[config.mk]
export PLATFORM = sky130hd
export DESIGN_NAME = sc_core
export DESIGN_NICKNAME = d
export VERILOG_FILES = /design/src/rtl/sc_pkg.sv /design/src/rtl/sc_main_decode.sv /design/src/rtl/sc_alu_decode.sv /design/src/rtl/sc_alu.sv /design/src/rtl/sc_regfile.sv /design/src/rtl/sc_core.sv
export SDC_FILE = /design/constraint.sdc
export NUM_CORES = 2
export LEC_CHECK = 0
export ABC_AREA = 0
export BUFFER_PORTS_ARGS = -buffer_cell sky130_fd_sc_hd__buf_2
export CAP_MARGIN = 25
export CORE_ASPECT_RATIO = 0.5
export CORE_MARGIN = 2
export CORE_UTILIZATION = 55
export DETAILED_ROUTE_END_ITERATION = 10
export HOLD_SLACK_MARGIN = 0.02
export PLACE_DENSITY = 0.8
export REMOVE_ABC_BUFFERS = 1
export SETUP_SLACK_MARGIN = 0.4
export SYNTH_ARGS = -nofsm -noshare
export SYNTH_HDL_FRONTEND = slang
export SYNTH_SLANG_ARGS = --single-unit
[constraint.sdc]
create_clock -name clk -period 9.5 [get_ports clk]
set_input_delay 0.475 -clock clk [delete_from_list [all_inputs] [get_ports clk]]
set_output_delay 0.475 -clock clk [all_outputs]
set_load 0.05 [all_outputs]
[src/rtl/sc_pkg.sv]
package sc_pkg;
  localparam int XLEN = 32;

  localparam logic [5:0] OPC_RTYPE = 6'd0;
  localparam logic [5:0] OPC_JUMP  = 6'd2;
  localparam logic [5:0] OPC_BEQ   = 6'd4;
  localparam logic [5:0] OPC_LOAD  = 6'd35;
  localparam logic [5:0] OPC_STORE = 6'd43;

  localparam logic [5:0] FN_ADD = 6'b100000;
  localparam logic [5:0] FN_SUB = 6'b100010;
  localparam logic [5:0] FN_AND = 6'b100100;
  localparam logic [5:0] FN_OR  = 6'b100101;
  localparam logic [5:0] FN_SLT = 6'b101010;

  typedef enum logic [1:0] {
    CLS_MEM    = 2'b00,
    CLS_BRANCH = 2'b01,
    CLS_FUNCT  = 2'b10,
    CLS_RSVD   = 2'b11
  } op_class_e;

  typedef enum logic [2:0] {
    ALU_AND = 3'b000,
    ALU_OR  = 3'b001,
    ALU_ADD = 3'b010,
    ALU_SUB = 3'b110,
    ALU_SLT = 3'b111
  } alu_op_e;

  typedef struct packed {
    logic      dst_is_rd;
    logic      b_is_imm;
    logic      wb_from_mem;
    logic      reg_we;
    logic      mem_we;
    logic      is_branch;
    logic      is_jump;
    op_class_e op_class;
  } ctrl_t;
endpackage

[src/rtl/sc_main_decode.sv]
module sc_main_decode
  import sc_pkg::*;
(
  input  logic [5:0] opcode,
  output ctrl_t      ctrl
);
  always_comb begin
    ctrl = '{dst_is_rd: 1'b0, b_is_imm: 1'b0, wb_from_mem: 1'b0,
             reg_we: 1'b0, mem_we: 1'b0, is_branch: 1'b0,
             is_jump: 1'b0, op_class: CLS_MEM};
    unique case (opcode)
      OPC_RTYPE: begin
        ctrl.dst_is_rd = 1'b1;
        ctrl.reg_we    = 1'b1;
        ctrl.op_class  = CLS_FUNCT;
      end
      OPC_LOAD: begin
        ctrl.b_is_imm    = 1'b1;
        ctrl.wb_from_mem = 1'b1;
        ctrl.reg_we      = 1'b1;
      end
      OPC_STORE: begin
        ctrl.b_is_imm = 1'b1;
        ctrl.mem_we   = 1'b1;
      end
      OPC_BEQ: begin
        ctrl.is_branch = 1'b1;
        ctrl.op_class  = CLS_BRANCH;
      end
      OPC_JUMP: ctrl.is_jump = 1'b1;
      default: ;
    endcase
  end
endmodule

[src/rtl/sc_alu_decode.sv]
module sc_alu_decode
  import sc_pkg::*;
(
  input  op_class_e  op_class,
  input  logic [5:0] funct,
  output alu_op_e    alu_op
);
  always_comb begin
    unique case (op_class)
      CLS_MEM:    alu_op = ALU_ADD;
      CLS_BRANCH: alu_op = ALU_SUB;
      CLS_FUNCT: begin
        unique case (funct)
          FN_SUB:  alu_op = ALU_SUB;
          FN_AND:  alu_op = ALU_AND;
          FN_OR:   alu_op = ALU_OR;
          FN_SLT:  alu_op = ALU_SLT;
          default: alu_op = ALU_ADD;
        endcase
      end
      default:    alu_op = ALU_ADD;
    endcase
  end
endmodule

[src/rtl/sc_alu.sv]
module sc_alu
  import sc_pkg::*;
#(
  parameter int W = 32
) (
  input  logic [W-1:0] a,
  input  logic [W-1:0] b,
  input  alu_op_e      op,
  output logic [W-1:0] y,
  output logic         zero
);
  logic [W-1:0] diff;
  logic         lt_signed;

  assign diff = a - b;
  // Signed compare from the sign bits and the difference, immune to overflow.
  assign lt_signed = (a[W-1] != b[W-1]) ? a[W-1] : diff[W-1];

  always_comb begin
    unique case (op)
      ALU_AND: y = a & b;
      ALU_OR:  y = a | b;
      ALU_SUB: y = diff;
      ALU_SLT: y = {{(W-1){1'b0}}, lt_signed};
      default: y = a + b;
    endcase
  end

  assign zero = (y == '0);
endmodule

[src/rtl/sc_regfile.sv]
module sc_regfile #(
  parameter int W     = 32,
  parameter int NREG  = 32,
  localparam int AW   = $clog2(NREG)
) (
  input  logic          clk,
  input  logic          rst_n,
  input  logic [AW-1:0] ra1,
  input  logic [AW-1:0] ra2,
  output logic [W-1:0]  rd1,
  output logic [W-1:0]  rd2,
  input  logic          we,
  input  logic [AW-1:0] wa,
  input  logic [W-1:0]  wd
);
  logic [W-1:0] regs [NREG];

  assign regs[0] = '0;

  for (genvar r = 1; r < NREG; r++) begin : g_reg
    always_ff @(posedge clk or negedge rst_n) begin
      if (!rst_n)                      regs[r] <= '0;
      else if (we && wa == AW'(r))     regs[r] <= wd;
    end
  end

  assign rd1 = regs[ra1];
  assign rd2 = regs[ra2];
endmodule

[src/rtl/sc_core.sv]
module sc_core
  import sc_pkg::*;
#(
  parameter int          NREG     = 32,
  parameter logic [31:0] RESET_PC = 32'h0
) (
  input  logic        clk,
  input  logic        rst_n,
  output logic [31:0] imem_addr,
  input  logic [31:0] imem_rdata,
  output logic [31:0] dmem_addr,
  output logic [31:0] dmem_wdata,
  output logic        dmem_we,
  input  logic [31:0] dmem_rdata
);
  localparam int AW = $clog2(NREG);

  logic [31:0] pc_q, pc_next, pc_seq, br_target, jmp_target;
  logic [31:0] imm_ext, src_a, src_b, alu_b, alu_y, wb_data;
  logic [5:0]  opcode, funct;
  logic [4:0]  f_rs, f_rt, f_rd;
  logic [AW-1:0] wr_idx;
  logic        alu_zero;
  ctrl_t       ctrl;
  alu_op_e     alu_op;
  logic [4:0]  unused_shamt;

  assign opcode       = imem_rdata[31:26];
  assign f_rs         = imem_rdata[25:21];
  assign f_rt         = imem_rdata[20:16];
  assign f_rd         = imem_rdata[15:11];
  assign unused_shamt = imem_rdata[10:6];
  assign funct        = imem_rdata[5:0];
  assign imm_ext      = {{16{imem_rdata[15]}}, imem_rdata[15:0]};

  sc_main_decode u_mdec (
    .opcode (opcode),
    .ctrl   (ctrl)
  );

  sc_alu_decode u_adec (
    .op_class (ctrl.op_class),
    .funct    (funct),
    .alu_op   (alu_op)
  );

  assign wr_idx = AW'(ctrl.dst_is_rd ? f_rd : f_rt);

  sc_regfile #(.W(32), .NREG(NREG)) u_rf (
    .clk   (clk),
    .rst_n (rst_n),
    .ra1   (AW'(f_rs)),
    .ra2   (AW'(f_rt)),
    .rd1   (src_a),
    .rd2   (src_b),
    .we    (ctrl.reg_we),
    .wa    (wr_idx),
    .wd    (wb_data)
  );

  assign alu_b = ctrl.b_is_imm ? imm_ext : src_b;

  sc_alu #(.W(32)) u_alu (
    .a    (src_a),
    .b    (alu_b),
    .op   (alu_op),
    .y    (alu_y),
    .zero (alu_zero)
  );

  assign wb_data = ctrl.wb_from_mem ? dmem_rdata : alu_y;

  assign pc_seq     = pc_q + 32'd4;
  assign br_target  = pc_seq + {imm_ext[29:0], 2'b00};
  assign jmp_target = {pc_seq[31:28], imem_rdata[25:0], 2'b00};

  always_comb begin
    if (ctrl.is_jump)                    pc_next = jmp_target;
    else if (ctrl.is_branch && alu_zero) pc_next = br_target;
    else                                 pc_next = pc_seq;
  end

  always_ff @(posedge clk or negedge rst_n) begin
    if (!rst_n) pc_q <= RESET_PC;
    else        pc_q <= pc_next;
  end

  assign imem_addr  = pc_q;
  assign dmem_addr  = alu_y;
  assign dmem_wdata = src_b;
  assign dmem_we    = ctrl.mem_we & rst_n;
endmodule

Word-level counts from Yosys, hierarchy flattened:

Index checks and enable logic that the tools add are counted.

* register bits after elaboration: 1024
* input bits: 66
* output and inout port bits: 97
* logic and storage cells: 148

* add/subtract/negate cells: 4
* magnitude comparators: 2
* equality and inequality tests: 45
* muxes and demuxes: 23
* bitwise operators: 5
* reductions and logical operators: 37

Operator list (number)
* 32-bit binary-select mux with 5-bit select: 2
* 32-bit two-way mux: 8
* 32-bit one-hot mux with 4 select lines: 1
* 5-bit equality test (second input constant): 16
* 32-bit adder: 2
* 5-bit by 4-bit equality test with 1-bit output (second input constant): 8
* 6-bit equality test (second input constant): 6
* 32-bit by 3-bit adder with 32-bit output (second input constant): 1
* 32-bit AND: 1
* 1-bit logical AND: 32
* 32-bit logical NOT: 1
* 32-bit OR: 1
* 32-bit subtractor: 1
* 5-bit by 3-bit equality test with 1-bit output (second input constant): 4
* 6-bit greater-or-equal comparator (second input constant): 2
* 5-bit NOT with 6-bit output: 2
* 3-bit one-hot mux with 4 select lines: 1
* 5-bit by 2-bit equality test with 1-bit output (second input constant): 2
* 1-bit two-way mux: 8
* 3-bit equality test (second input constant): 2
* 6-bit by 2-bit equality test with 1-bit output (second input constant): 1
* 6-bit by 3-bit equality test with 1-bit output (second input constant): 1
* 6-bit logical NOT: 1
* 3-bit one-hot mux with 2 select lines: 1
* 10 further kinds: 11

Logic depth before layout (Yosys ltp):

* depth in word-level cells: 12
* depth in mapped cells: 32
* gate-level depth less buffers: 27

Modules after synthesis:

From an unflattened synthesis, not the netlist that was laid out.

* cell total of the unflattened synthesis: 5048
* area, all modules: 63278.2 um2

Modules (own cells, without submodules)
* sc_regfile: instances 1, cells each 3639, area each 53226.0 um2, seq. area each 24823.8 um2
* sc_alu: instances 1, cells each 820, area each 5390.2 um2, seq. area each 0.0 um2
* sc_core: instances 1, cells each 559, area each 4438.0 um2, seq. area each 750.7 um2
* sc_alu_decode: instances 1, cells each 15, area each 118.9 um2, seq. area each 0.0 um2
* sc_main_decode: instances 1, cells each 15, area each 105.1 um2, seq. area each 0.0 um2

Worst setup path after synthesis:

No wires, ideal clock.

* path type: input -> register
* start: input port imem_rdata[16]
* end: register pc_q[12], in the netlist imem_addr[12]
* setup time: 0.118 ns
* arrival time: 7.294 ns
* data required time: 9.382 ns
* slack: 2.088 ns
* cell stages on the path: 29
* buffers on the path: 7
* cell sequence: clkbuf_1 > clkbuf_1 > clkbuf_1 > clkbuf_1 > mux2i_1 > o21ai_0 > mux4_2 > nor2_1 > nor3_1 > a21oi_1 > ha_1 > clkbuf_1 > nand2_1 > or3b_1 > or4_1 > o221ai_1 > a31oi_1 > nor2b_1 > o21ai_0 > nand2b_1 > fa_1 > a21oi_1 > o21ai_0 > or3_1 > nor4_2 > buf_4 > nor2_2 > buf_6 > a21o_1

* elaborated cells between the ends (all ways): 16
* classes of those cells: add/sub (2); eq/ne (1); mux (8); bitwise (3); reduce/logical (2)

RTL lines
* start, declared: line sc_core.sv:10 `input logic [31:0] imem_rdata,`
* 5-bit NOT with 6-bit output (not written as such) *: line sc_regfile.sv:28 `assign rd2 = regs[ra2];`
* 32-bit binary-select mux with 5-bit select *: line sc_regfile.sv:28
* 32-bit two-way mux (not written as such) * (2 in a row): line sc_regfile.sv:28
* 32-bit two-way mux *: line sc_core.sv:61 `assign alu_b = ctrl.b_is_imm ? imm_ext : src_b;`
* 32-bit adder, or another cell as far along: line sc_alu.sv:25 `default: y = a + b;`
* 32-bit one-hot mux with 4 select lines *: line sc_alu.sv:20 `unique case (op)`
* via dmem_addr[31]: line sc_core.sv:11 `output logic [31:0] dmem_addr,`
* 32-bit logical NOT *: line sc_alu.sv:29 `assign zero = (y == '0);`
* 1-bit logical AND *: line sc_core.sv:79 `else if (ctrl.is_branch && alu_zero) pc_next = br_target;`
* 32-bit two-way mux *: line sc_core.sv:79
* 32-bit two-way mux *: line sc_core.sv:78 `if (ctrl.is_jump) pc_next = jmp_target;`
* via pc_next[12]: line sc_core.sv:18 `logic [31:0] pc_q, pc_next, pc_seq, br_target, jmp_target;`
* end signal, assigned: line sc_core.sv:85 `else pc_q <= pc_next;`
* end, declared: line sc_core.sv:18

The timed path passes the listed nets; every way through them passes the cells marked *. The select of a mux whose other input is x is not followed.
A chain may end at the register's enable or synchronous reset.

Worst setup path in the final report:

* start: input port imem_rdata[17]
* end: register pc_q[20], in the netlist imem_addr[20]

* longest elaborated chain between the ends: 12
* elaborated cells between the ends (all ways): 16
* classes of those cells: add/sub (2); eq/ne (1); mux (8); bitwise (3); reduce/logical (2)

Ends and longest elaborated chain
* 5-bit NOT with 6-bit output (not written as such) *: line sc_regfile.sv:28
* 32-bit binary-select mux with 5-bit select *: line sc_regfile.sv:28
* 32-bit two-way mux (not written as such) * (2 in a row): line sc_regfile.sv:28
* 32-bit two-way mux *: line sc_core.sv:61
* 32-bit subtractor / 1-bit != test (equally long branches): line sc_alu.sv:15, sc_alu.sv:17
* 1-bit two-way mux: line sc_alu.sv:17 `assign lt_signed = (a[W-1] != b[W-1]) ? a[W-1] : diff[W-1];`
* 32-bit one-hot mux with 4 select lines *: line sc_alu.sv:20
* 32-bit logical NOT *: line sc_alu.sv:29
* 1-bit logical AND *: line sc_core.sv:79
* 32-bit two-way mux *: line sc_core.sv:79
* 32-bit two-way mux *: line sc_core.sv:78
* via pc_next[20]: line sc_core.sv:18

Marked as above.

==> out/qor.txt <==
post-route minimum period -> 8.11 ns
CTS tree -> built
Leak -> 28.8 nW
Clock Latency Late Sink -> 0.73 ns
commonest non-fill, non-tap cell in the layout -> nand2_1
detailed placer's ending HPWL -> 126000 microns
routed len/inst -> 29.5 microns
CTS root buf -> clkbuf_16
Inst Count DP -> 6786
die extent in y -> 237 microns
grt ovf -> 0
FILL cells -> 8003
number of max-cap violations -> 0
Final setup viols -> 0
cell area after synthesis -> 59900 sq um
Std-Cell Rows -> 85
Rel. slew slack -> 23.8%
fraction of layout instances using a drive strength above 1 -> 22.6%
I/O pin cnt -> 163
postcts setup bufs -> 0
DP Area -> 62000 sq um
Hold Crit Class -> input pin to register
DRT Pass-1 Iters -> 6
worst path arrival time -> 8.68 ns
crit path max fanout -> 71
sequential fraction of the synthesis area -> 42.7%
Starting Density -> 55.6%
Total Routing Usage GR -> 36.8%
storage element area -> 25600 sq um
Routed Antenna Nets -> 0
CTS Buf Count -> 96
CP Depth -> 21
worst path required time -> 10.07 ns
#FFs+latches synth -> 1022
number of port buffers -> 160
worst vdd ir -> 134 uV
fin. max-slew vios -> 0
post-route clock period utilization -> 85.4%
Slew @ Worst Pin -> 1.14 ns
WS Path Type -> input pin to register
critical path's slowest cell -> nor4_1
Cells after Synth -> 5568
WP buf/inv -> 3
dominant synthesized flop cell -> dfrtp_1
CTS max path bufs -> 3
total negative slack -> 0 ns
CP Cell Sequence -> buf_8 -> buf_4 -> mux4_2 -> mux4_2 -> nor2_1 -> nor3_1 -> a21oi_1 -> ha_1 -> a21oi_1 -> o2bb2ai_1 -> a21oi_1 -> o31a_1 -> mux2i_1 -> nand4_1 -> nor4_1 -> and4_1 -> nand4_1 -> nor4_4 -> buf_4 -> nand2b_1 -> o21ai_1
Final Net Count -> 5657
RSZ-0062 raised after global routing -> no
CP top delay family -> simple AND/OR/NAND/NOR gates
H-Tree Depth -> 3
Final Hold Fails -> 0
multi-input combinational cell area -> 32100 sq um
initial antenna violation count -> 4
Critical R2R Capture -> imem_addr[20]
FF-to-FF path depth -> 21
Achievable Freq -> 0.123 GHz
clk sinks -> 1022
commonest cells after routing, fill and taps aside -> nand2_1 (1038), dfrtp_1 (1022), o21ai_0 (1008)
CTS clock-pin slew for the worst setup and hold paths -> 0.06 ns
# DRC -> 0
Post-Layout Cell Count -> 6979
synthesis-to-layout area growth -> 9.79%
synth unique cells -> 90
die area -> 112000 sq um
Design Area, Final -> 65700 sq um
Critical path destination -> imem_addr[20]
Post-synth EDFFs -> 0
Syn Area/Cell -> 10.8 sq um
worst clock skew -> 0.0352 ns
Startpoint Class -> input pin
area of the core -> 108000 sq um
Async SR Flop Fraction -> 100%
synth warn -> 0
vias in the first global route -> 49700
final wirelength -> 206000 microns
vias post-DR -> 49800
largest net degree at the start of global routing -> 179
PwrDens -> 155 nW/um^2
Die Span X -> 471 microns
Critical R2R Launch -> u_rf.regs[768]
status -> complete, no violations
Initial DRC Count -> 6645
r2r setup slk -> 2.00 ns
Via-to-Cell Ratio -> 7.13
CP peak stage delay -> 0.88 ns
most frequent CP cell -> a21oi_1
first-pass GRT wire length -> 309000 microns
gpl congestion -> 0.999
CP Capture Type -> register
worst setup path start -> imem_rdata[17]
## report_power, final
part           total (mW)  switching [mW]  internal, mW
registers            4.51          0.0836          4.42
clock network        4.27            1.83          2.44
logic                1.40           0.923         0.474
total                10.2            2.83          7.34
## per-layer routing
metal  share of wire [%]  track usage [%]  vias up
met5                   0                0        -
met4                 6.7             23.4        0
met3                  14             11.9      896
met2                  44             54.4     3947
met1                  35             47.4    24800
li1                    -                -    20100
## kinds of logic (layout without fill, tap and decap cells)
| logic type | Yosys count | count (layout) | synth area share, % |
|---|---|---|---|
| AOI/OAI and AO/OA | 1466 | 1466 | 14.0 |
| DFF | 1022 | 1022 | 42.7 |
| muxes | 787 | 787 | 25.5 |
| adders and majority gates | 131 | 131 | 2.79 |
| and+or+nand+nor | 1450 | 1450 | 9.99 |
| other | 1 | 11 | 0.00626 |
| xor gates and xnor gates | 61 | 61 | 0.892 |
| buffers and inverters | 650 | 616 | 4.16 |
## synthesized netlist by cell type, types with 21 or more instances
master    number  area (sq um)
a211oi_1      24           180
a21o_1        50           375
a21oi_1      106           531
a22o_1        48           420
buf_1         77           289
clkbuf_1     418          1570
dfrtp_1     1022         25600
ha_1         127          1590
inv_1        129           484
mux2_2       129          1450
mux2i_1       81           811
mux4_2       576         13000
nand2_1     1065          4000
nand2b_1      21           131
nand3_1       28           140
nand4_1       22           138
nor2_1       160           601
nor3_1        51           255
o21a_1        34           255
o21ai_0     1011          5060
o21ai_1       26           130
xnor2_1       42           368
## how the worst min path moves through the flow
stage	slack (ns)	endpoint	startpoint	depth (start not counted)
3_3_place_gp	0.45	u_rf.regs[337]	rst_n	1
6_report	0.11	imem_addr[9]	imem_rdata[7]	3
5_1_grt	0.13	imem_addr[9]	imem_rdata[7]	3
3_5_place_dp	0.46	u_rf.regs[369]	rst_n	1
4_1_cts	0.07	imem_addr[9]	imem_rdata[7]	3
2_1_floorplan	0.18	imem_addr[10]	rst_n	0
## sequential cells by signal, summed over array words and instances (netlist names)
register / count
u_rf.regs: 992
imem_addr: 30
## worst min-delay path: cells and delay by family
family          cells  cell delay (ns)
compound gates      2             0.16
buf+inv             1             0.14
## through the flow
step | hold WS (ns) | utilization, % | total power [mW] | setup slack, ns
after floorplan | 0.179 | - | 5.37 | 1.20
after global placement | 0.452 | 57.5 | 5.91 | 1.07
after detailed placement | 0.460 | 57.6 | 5.95 | 1.06
after CTS | 0.0709 | 60.8 | 10.1 | 1.79
after global routing | 0.129 | 61.0 | 10.4 | 1.34
final | 0.115 | 61.0 | 10.2 | 1.39
## what timing repair did
action / CTS / global route
hold buffers: 1 / 0
resized for setup: 0 / 0
endpoints found under the hold margin: 47 / 0
## cell type report
cell class | count | area share (%)
clock inverter | 41 | 1.07
timing repair buffer | 309 | 3.53
tap | 1435 | 2.73
multi-input combinational | 3897 | 48.8
sequential | 1022 | 38.9
inverter | 134 | 0.765
antenna | 9 | 0.0343
clock buffer | 132 | 4.12
Note: power is estimated with default switching activity, not from simulation.
